`src/rtl/dbgmux_pkg.sv`:
```
package dbgmux_pkg;
   localparam int ADDR_W = 12;
   localparam logic [ADDR_W-1:0] OFS_CTRL   = 12'h000;
   localparam logic [ADDR_W-1:0] OFS_SEL    = 12'h004;
   localparam logic [ADDR_W-1:0] OFS_PINVAL = 12'h010;
   localparam logic [ADDR_W-1:0] OFS_SET    = 12'h014;
   localparam logic [ADDR_W-1:0] OFS_CLR    = 12'h018;
   localparam logic [ADDR_W-1:0] OFS_GPO    = 12'h01C;
   localparam logic [ADDR_W-1:0] OFS_VER    = 12'h3F4;
   localparam logic [ADDR_W-1:0] OFS_IPID   = 12'h3F8;
   localparam logic [ADDR_W-1:0] OFS_SIZE   = 12'h3FC;
endpackage

```
`src/rtl/dbgmux_regs.sv`:
```
module dbgmux_regs
   import dbgmux_pkg::*;
#(
   parameter int NUM_PINS = 8,
   parameter int SEL_W    = 4,
   parameter int DATA_W   = 32
) (
   input  logic                      clk,
   input  logic                      rst_n,
   input  logic                      we,
   input  logic [ADDR_W-1:0]         addr,
   input  logic [DATA_W-1:0]         wdata,
   output logic                      en_q,
   output logic [NUM_PINS*SEL_W-1:0] sel_q,
   output logic [NUM_PINS-1:0]       gpo_q
);
   localparam int SELS_W = NUM_PINS * SEL_W;

   logic wr_ctrl, wr_sel, wr_set, wr_clr, wr_other;
   logic [NUM_PINS-1:0] wbits;

   assign wr_ctrl  = we && (addr == OFS_CTRL);
   assign wr_sel   = we && (addr == OFS_SEL);
   assign wr_set   = we && (addr == OFS_SET);
   assign wr_clr   = we && (addr == OFS_CLR);
   assign wr_other = we && !(wr_ctrl || wr_sel || wr_set || wr_clr);
   assign wbits    = wdata[NUM_PINS-1:0];

   always_ff @(posedge clk or negedge rst_n) begin
      if (!rst_n) begin
         en_q  <= 1'b0;
         sel_q <= '0;
         gpo_q <= '0;
      end else begin
         if (wr_ctrl) en_q  <= wdata[0];
         if (wr_sel)  sel_q <= wdata[SELS_W-1:0];
         if (wr_set)  gpo_q <= gpo_q | wbits;
         else if (wr_clr) gpo_q <= gpo_q & ~wbits;
      end
   end

   assert_sel_load_R3: assert property (@(posedge clk) disable iff (!rst_n)
      wr_sel |=> sel_q == $past(wdata[SELS_W-1:0]));
   assert_set_hits_R5: assert property (@(posedge clk) disable iff (!rst_n)
      wr_set |=> (gpo_q & $past(wbits)) == $past(wbits));
   assert_set_keeps_R5: assert property (@(posedge clk) disable iff (!rst_n)
      wr_set |=> (gpo_q & ~$past(wbits)) == ($past(gpo_q) & ~$past(wbits)));
   assert_clr_hits_R6: assert property (@(posedge clk) disable iff (!rst_n)
      wr_clr |=> (gpo_q & $past(wbits)) == '0);
   assert_clr_keeps_R6: assert property (@(posedge clk) disable iff (!rst_n)
      wr_clr |=> (gpo_q & ~$past(wbits)) == ($past(gpo_q) & ~$past(wbits)));
   assert_inert_write_R10: assert property (@(posedge clk) disable iff (!rst_n)
      wr_other |=> $stable(en_q) && $stable(sel_q) && $stable(gpo_q));
endmodule

```
`src/rtl/dbgmux_lane.sv`:
```
module dbgmux_lane #(
   parameter int SEL_W = 4
) (
   input  logic [(1<<SEL_W)-1:0] probes,
   input  logic [SEL_W-1:0]      code,
   input  logic                  gpo_bit,
   input  logic                  enable,
   output logic                  pin
);
   localparam int SRC = 1 << SEL_W;
   localparam logic [SEL_W-1:0] GPO_CODE = SEL_W'(SRC - 1);

   logic picked;
   always_comb begin
      if (code == GPO_CODE) picked = gpo_bit;
      else                  picked = probes[code];
   end
   assign pin = enable & picked;
endmodule

```
`src/rtl/dbgmux_rdmux.sv`:
```
module dbgmux_rdmux
   import dbgmux_pkg::*;
#(
   parameter int          NUM_PINS  = 8,
   parameter int          SEL_W     = 4,
   parameter int          DATA_W    = 32,
   parameter logic [3:0]  VER_MAJOR = 4'd1,
   parameter logic [3:0]  VER_MINOR = 4'd0,
   parameter logic [31:0] IP_ID     = 32'hD8A0_0001,
   parameter logic [31:0] SIZE_ID   = 32'h0000_0400
) (
   input  logic [ADDR_W-1:0]         addr,
   input  logic                      en,
   input  logic [NUM_PINS*SEL_W-1:0] sel,
   input  logic [NUM_PINS-1:0]       gpo,
   input  logic [NUM_PINS-1:0]       pins,
   output logic [DATA_W-1:0]         rdata
);
   localparam int SELS_W = NUM_PINS * SEL_W;

   always_comb begin
      rdata = '0;
      unique case (addr)
         OFS_CTRL:   rdata[0] = en;
         OFS_SEL:    rdata[SELS_W-1:0] = sel;
         OFS_PINVAL: rdata[NUM_PINS-1:0] = pins;
         OFS_SET:    rdata[NUM_PINS-1:0] = gpo;
         OFS_GPO:    rdata[NUM_PINS-1:0] = gpo;
         OFS_VER:    rdata[7:0] = {VER_MAJOR, VER_MINOR};
         OFS_IPID:   rdata = DATA_W'(IP_ID);
         OFS_SIZE:   rdata = DATA_W'(SIZE_ID);
         default:    rdata = '0;
      endcase
   end
endmodule

```
`src/rtl/dbgmux_port.sv`:
```
module dbgmux_port
   import dbgmux_pkg::*;
#(
   parameter int          NUM_PINS  = 8,
   parameter int          SEL_W     = 4,
   parameter int          DATA_W    = 32,
   parameter bit          REG_PINS  = 1'b0,
   parameter logic [3:0]  VER_MAJOR = 4'd1,
   parameter logic [3:0]  VER_MINOR = 4'd0,
   parameter logic [31:0] IP_ID     = 32'hD8A0_0001,
   parameter logic [31:0] SIZE_ID   = 32'h0000_0400
) (
   input  logic                             clk,
   input  logic                             rst_n,
   input  logic                             bus_we,
   input  logic [ADDR_W-1:0]                bus_addr,
   input  logic [DATA_W-1:0]                bus_wdata,
   output logic [DATA_W-1:0]                bus_rdata,
   input  logic [NUM_PINS*(1<<SEL_W)-1:0]   probe_in,
   output logic [NUM_PINS-1:0]              dbg_pins
);
   localparam int SRC    = 1 << SEL_W;
   localparam int SELS_W = NUM_PINS * SEL_W;

   if (SELS_W > DATA_W) begin : g_bad_sel_width
      $error("select fields do not fit in one data word");
   end
   if (DATA_W < 32) begin : g_bad_data_width
      $error("identification words need a 32-bit data path");
   end

   logic                en_q;
   logic [SELS_W-1:0]   sel_q;
   logic [NUM_PINS-1:0] gpo_q;
   logic [NUM_PINS-1:0] lane_pin;

   dbgmux_regs #(.NUM_PINS(NUM_PINS), .SEL_W(SEL_W), .DATA_W(DATA_W)) u_regs (
      .clk(clk), .rst_n(rst_n), .we(bus_we), .addr(bus_addr), .wdata(bus_wdata),
      .en_q(en_q), .sel_q(sel_q), .gpo_q(gpo_q)
   );

   for (genvar n = 0; n < NUM_PINS; n++) begin : g_lane
      dbgmux_lane #(.SEL_W(SEL_W)) u_lane (
         .probes (probe_in[n*SRC +: SRC]),
         .code   (sel_q[n*SEL_W +: SEL_W]),
         .gpo_bit(gpo_q[n]),
         .enable (en_q),
         .pin    (lane_pin[n])
      );
   end

   if (REG_PINS) begin : g_pin_flop
      logic [NUM_PINS-1:0] pin_q;
      always_ff @(posedge clk or negedge rst_n) begin
         if (!rst_n) pin_q <= '0;
         else        pin_q <= lane_pin;
      end
      assign dbg_pins = pin_q;
      assert_quiet_off_R2: assert property (@(posedge clk) disable iff (!rst_n)
         (bus_we && bus_addr == OFS_CTRL && !bus_wdata[0]) |=> ##1 (dbg_pins == '0));
   end else begin : g_pin_comb
      assign dbg_pins = lane_pin;
      assert_quiet_off_R2: assert property (@(posedge clk) disable iff (!rst_n)
         (bus_we && bus_addr == OFS_CTRL && !bus_wdata[0]) |=> (dbg_pins == '0));
   end

   dbgmux_rdmux #(
      .NUM_PINS(NUM_PINS), .SEL_W(SEL_W), .DATA_W(DATA_W),
      .VER_MAJOR(VER_MAJOR), .VER_MINOR(VER_MINOR), .IP_ID(IP_ID), .SIZE_ID(SIZE_ID)
   ) u_rdmux (
      .addr(bus_addr), .en(en_q), .sel(sel_q), .gpo(gpo_q), .pins(dbg_pins),
      .rdata(bus_rdata)
   );

   assert_gpo_read_R7: assert property (@(posedge clk) disable iff (!rst_n)
      (!bus_we && bus_addr == OFS_GPO) |-> bus_rdata == DATA_W'(gpo_q));
endmodule

```
`config.mk`:
```
export PLATFORM = sky130hd
export DESIGN_NAME = dbgmux_port
export DESIGN_NICKNAME = d
export VERILOG_FILES = /design/src/rtl/dbgmux_pkg.sv /design/src/rtl/dbgmux_regs.sv /design/src/rtl/dbgmux_lane.sv /design/src/rtl/dbgmux_rdmux.sv /design/src/rtl/dbgmux_port.sv
export SDC_FILE = /design/constraint.sdc
export NUM_CORES = 1
export LEC_CHECK = 0
export BUFFER_PORTS_ARGS = -buffer_cell sky130_fd_sc_hd__buf_4
export CAP_MARGIN = 20
export CORE_MARGIN = 5
export CORE_UTILIZATION = 40
export DETAILED_ROUTE_END_ITERATION = 8
export PLACE_DENSITY_LB_ADDON = 0.05
export RECOVER_POWER = 25
export SLEW_MARGIN = 20
export SYNTH_ARGS = -nofsm -noshare
export SYNTH_HDL_FRONTEND = slang
export SYNTH_SLANG_ARGS = --single-unit
```
`constraint.sdc`:
```
create_clock -name clk -period 1.8 [get_ports clk]
set_input_delay 0.09 -clock clk [delete_from_list [all_inputs] [get_ports clk]]
set_output_delay 0.09 -clock clk [all_outputs]
set_load 0.01 [all_outputs]
```
-- Word-level counts from Yosys, hierarchy flattened
Index checks and enable logic that the tools add are counted.
- order comparisons: 8
- equal/unequal tests: 16
- multiplexer cells: 29
- bitwise gates (word level): 11
- reductions and logical operators: 7
- operator list (operator ; count):
    $pmux W24 S3 ; 1
    $eq A12 B5 Y1 const B ; 4
    $lt A4 B5 Y1 const B ; 8
    $eq A12 B10 Y1 const B ; 3
    $bmux W1 S4 ; 8
    $eq A4 B4 Y1 const B ; 8
    $pmux W7 S4 ; 1
    $mux W1 ; 16
    $mux W8 ; 2
    $eq A12 B3 Y1 const B ; 1
    $logic_not A12 Y1 ; 1
    $and A1 B1 Y1 ; 8
    $and A8 B8 Y8 ; 1
    $not A8 Y8 ; 1
    $or A8 B8 Y8 ; 1
    $pmux W1 S5 ; 1
    $logic_and A1 B1 Y1 ; 4
    $reduce_bool A2 Y1 ; 1
    $reduce_or A2 Y1 ; 1
- register bits after elaboration: 41
- input bits: 175
- output and inout bits: 40
- logic and storage cells: 74

-- Depth between registers and ports, before layout
- depth in word-level cells: 5
- depth in mapped cells: 7
- depth with buffers taken out: 5

-- Hierarchy
A second synthesis with hierarchy kept.
- cells, all modules: 315
- area, all modules: 3570.9 um2
- by module, submodules not included (module ; instances ; cells an instance ; area each (um2) ; sequential area each (um2)):
    dbgmux_regs ; 1 ; 123 ; 1840.5 ; 1026.0
    dbgmux_lane (g_lane[0].u_lane ...) ; 7 ; 16 ; 158.9 ; 0.0
    dbgmux_rdmux ; 1 ; 64 ; 460.4 ; 0.0
    dbgmux_lane (g_lane[7].u_lane) ; 1 ; 16 ; 157.7 ; 0.0

-- Worst setup path after synthesis
Ideal clock, no wire load.
- kind: register -> output
- start point: reg u_regs.sel_q[8]
- end point: out bus_rdata[2]
- arrival: 1750 ps
- required time: 1710 ps
- path slack: -40 ps
- stages on the path, launching flop included: 6
- buffers on the path: 1
- cell sequence: dfrtp_1 > clkbuf_1 > mux4_2 > o2111ai_1 > a21oi_1 > a221o_1
- word-level cells in the longest chain between the ends: 5
- elaborated cells between the ends (all ways): 6
- classes of those cells: eq/ne (1); mux (4); bitwise (1)
- ends and longest elaborated chain (item ; line ; text):
    start, declared ; dbgmux_regs.sv:14 ; output logic [NUM_PINS*SEL_W-1:0] sel_q,
    start signal, assigned ; dbgmux_regs.sv:36 ; if (wr_sel) sel_q <= wdata[SELS_W-1:0];
    $bmux W1 S4 ; dbgmux_lane.sv:16 ; else picked = probes[code];
    $mux W1 (implied by the code) ; dbgmux_lane.sv:16 ;
    $mux W1 * ; dbgmux_lane.sv:15 ; if (code == GPO_CODE) picked = gpo_bit;
    $and A1 B1 Y1 * ; dbgmux_lane.sv:18 ; assign pin = enable & picked;
    $pmux W7 S4 * ; dbgmux_rdmux.sv:23 ; unique case (addr)
    end, declared ; dbgmux_port.sv:18 ; output logic [DATA_W-1:0] bus_rdata,
Mark *: on every way between the ends. The rest lies on a longest branch, timed or not. The select of a mux whose other input is x is not followed.

-- Final worst setup path
- start point: reg u_regs.sel_q[24]
- end point: out bus_rdata[6]
The elaborated chain is that of the path after synthesis.

==> impl_results.md <==
* Status: complete, but fails checks
* Failing checks: setup timing
* Synth area leader: dfrtp_1
* Routed vias/inst at 5.34
* Final WS setup at -379 ps
* Pwr dens at 374 nW/um^2
* Storage cell area at 1040 sq um
* Max Cap Viol at 0
* CP max FO at 4
* Cell chosen for the clock root: clkbuf_8
* Multi-input gate area at 2420 sq um
* Commonest cells in the netlist: 41 x dfrtp_1, 30 x mux2_4, 28 x mux2i_1
* Lkg Pwr at 0.00290 uW
* Crit path kind: flop to primary output
* Routed Antenna Nets at 0
* Post-synthesis mux area share at 32.6%
* Port Buffers at 206
* Die area at 10600 sq um
* Worst-Margin Slew at 1070 ps
* Global-route wire length before repair at 18300 microns
* Cells after Synth at 329
* DR WL/cell at 18.5 microns
* Bufs on Longest Clock Path at 2
* Yosys top cell area share at 29.8%
* Mean area per synthesized cell at 10.5 sq um
* CTS Buf Count at 5
* Max VDD drop at 298 uV
* Remaining global-route overflow at 0
* Rows at 33
* Sequential area share after synthesis at 29.8%
* Final min period at 2180 ps
* Top post-synthesis cells by area: dfrtp_1 30%, mux2_4 13%, mux4_2 9.2%
* Top-count cell post-synth: dfrtp_1
* Share of flip-flops with an asynchronous set or reset at 100%
* Final hold violation count at 0
* Area of the mapped netlist at 3450 sq um
* Die height at 103 microns
* DP HPWL at 9730 microns
* Placeable Area at 8300 sq um
* Clk slew on worst S/H paths at 90 ps
* Initial DRC count at 114
* CTS tree: built
* Hold Slack at 12.5 ps
* Number of H-tree levels at 2
* Number of cells on the worst hold path at 2
* Die Width at 103 microns
* Synth unique cells at 48
* Synth Flop Type: dfrtp_1
* Clock skew at 0 ps
* TritonCTS sink count at 41
* Synth-to-layout area growth at 69.2%
* Diode count at 0
* DRC at 0
* Ports at 215
* Synthesized net count at 504
* Adder-Cell Fraction of Synth Area at 0%
* Clk Latency, worst-skew pair at 300 ps
* Initial Util at 41.5%
* Relative slew slack at 28.5%
* Synth Register Bits at 41
* Share of cells above drive strength 1 at 65.6%
* Fin util at 70.3%
* Fmax at 459 MHz
* CP required at 1710 ps
* Initial antenna violation count at 0
* Final worst path period share at 121%
* Max-slew violation count at 0
* Reg2Reg Depth at 3
* Main combinational cell family by area after synthesis: multiplexers
* Via count at 3538
* Final setup fails at 37
* Post-Synth XOR/XNOR Area at 0%
* Vias in the first global route at 3704
* Global placer's final weighted congestion at 0.813
* Simple logic cell fraction of the synthesized area at 18.4%
* Global Route Usage Sum at 22.3%
* Post-layout nets at 732
* Total Wirelength at 12200 microns
* DR pass1 iterations at 4
* CP Capture Type: primary output
* Hold Crit Class: primary input to flop
* Pin count of the biggest net entering global routing at 42
* Number of synthesized flops with an enable pin at 0
* Arrival @ worst endpoint at 2090 ps
* Synth Area in Compound Gates at 13.6%
* Layout fillers at 668
* Critical Path Start Type: flop
* Synth warn at 0
* RSZ-0062 raised after global routing: yes
power breakdown:
group          switching [uW]  total [uW]  internal [uW]
clock network             353         804            451
registers                7.14         931            924
logic                     138         443            305
total                     498        2180           1680
worst paths after layout:
| path | slack, ps | endpoint | from |
|---|---|---|---|
| setup / recovery | -380 | bus_rdata[6] | u_regs.sel_q[24] |
| hold / removal | 10 | u_regs.sel_q[30] | bus_wdata[30] |
| setup reg to reg | 770 | u_regs.sel_q[12] | u_regs.sel_q[12] |
| hold reg to reg | 530 | flop | flop |
| max in group asynchronous | 550 | u_regs.sel_q[8] | rst_n |
| min in group asynchronous | 510 | u_regs.sel_q[21] | rst_n |
metal layers:
metal | track usage, % | wire length [microns] | part of all wire (%) | up-vias
met5 | 0 | 0 | 0 | -
met4 | 4.38 | 107 | 0.87 | 0
met3 | 5.48 | 1040 | 8.5 | 9
met2 | 38.4 | 6210 | 51 | 129
met1 | 28.5 | 4890 | 40 | 1702
li1 | - | - | - | 1698
layout by cell type, fill, tap and decap left out, types with 11 or more instances in the layout:
cell | synthesis | routed
a22o_1 | 12 | 12
and2_4 | 0 | 14
buf_4 | 9 | 203
buf_6 | 3 | 41
dfrtp_1 | 41 | 31
mux2_4 | 30 | 30
mux2i_1 | 28 | 28
mux4_2 | 14 | 14
nand2_1 | 24 | 23
nand3_1 | 11 | 11
nor2_1 | 13 | 11
cell families (layout without fill, tap and decap cells):
family,Yosys count,count (layout)
multiplexers,79,79
AND/OR/NAND/NOR,112,112
buffers and inverters,36,265
flip-flops,41,41
AO/OA/AOI/OAI,61,61
metrics by stage:
step           setup WS (ps)  setup TNS, ps  instances  total power [uW]  instance area (sq um)
6_report                -379          -4050        663              2180                   5830
5_1_grt                 -436          -6090        663              2270                   5830
4_1_cts                 -395          -3540        660              2190                   5710
3_5_place_dp            -295         -15450        645              1370                   5270
3_3_place_gp            -270         -12410        645              1360                   5270
2_1_floorplan           38.5              0        329              1050                   3450
what timing repair did:
item / 4_1_cts / 5_1_grt
endpoints found under the setup margin: 39 / 39
pin swaps: 22 / 12
gates cloned: 1 / 0
hold buffers: 1 / 0
hold endpoints to repair: 41 / 0
setup buffers: 5 / 3
gates resized for setup: 77 / 26
layout make-up:
type / instances / share of cell area (%)
inverter: 6 / 0.386
tap: 105 / 2.25
multi-input combinational: 252 / 41.6
timing repair buffer: 251 / 35.9
clock buffer: 6 / 1.42
clock inverter: 2 / 0.644
sequential: 41 / 17.8
critical path: stages (launching register included):
cell and delay [ps]:
dfrtp_2 420, mux4_2 540, o2111ai_2 180, buf_4 140, a21oi_2 60, a221o_1 300, buf_6 130
Note: power is estimated with default switching activity, not from simulation.
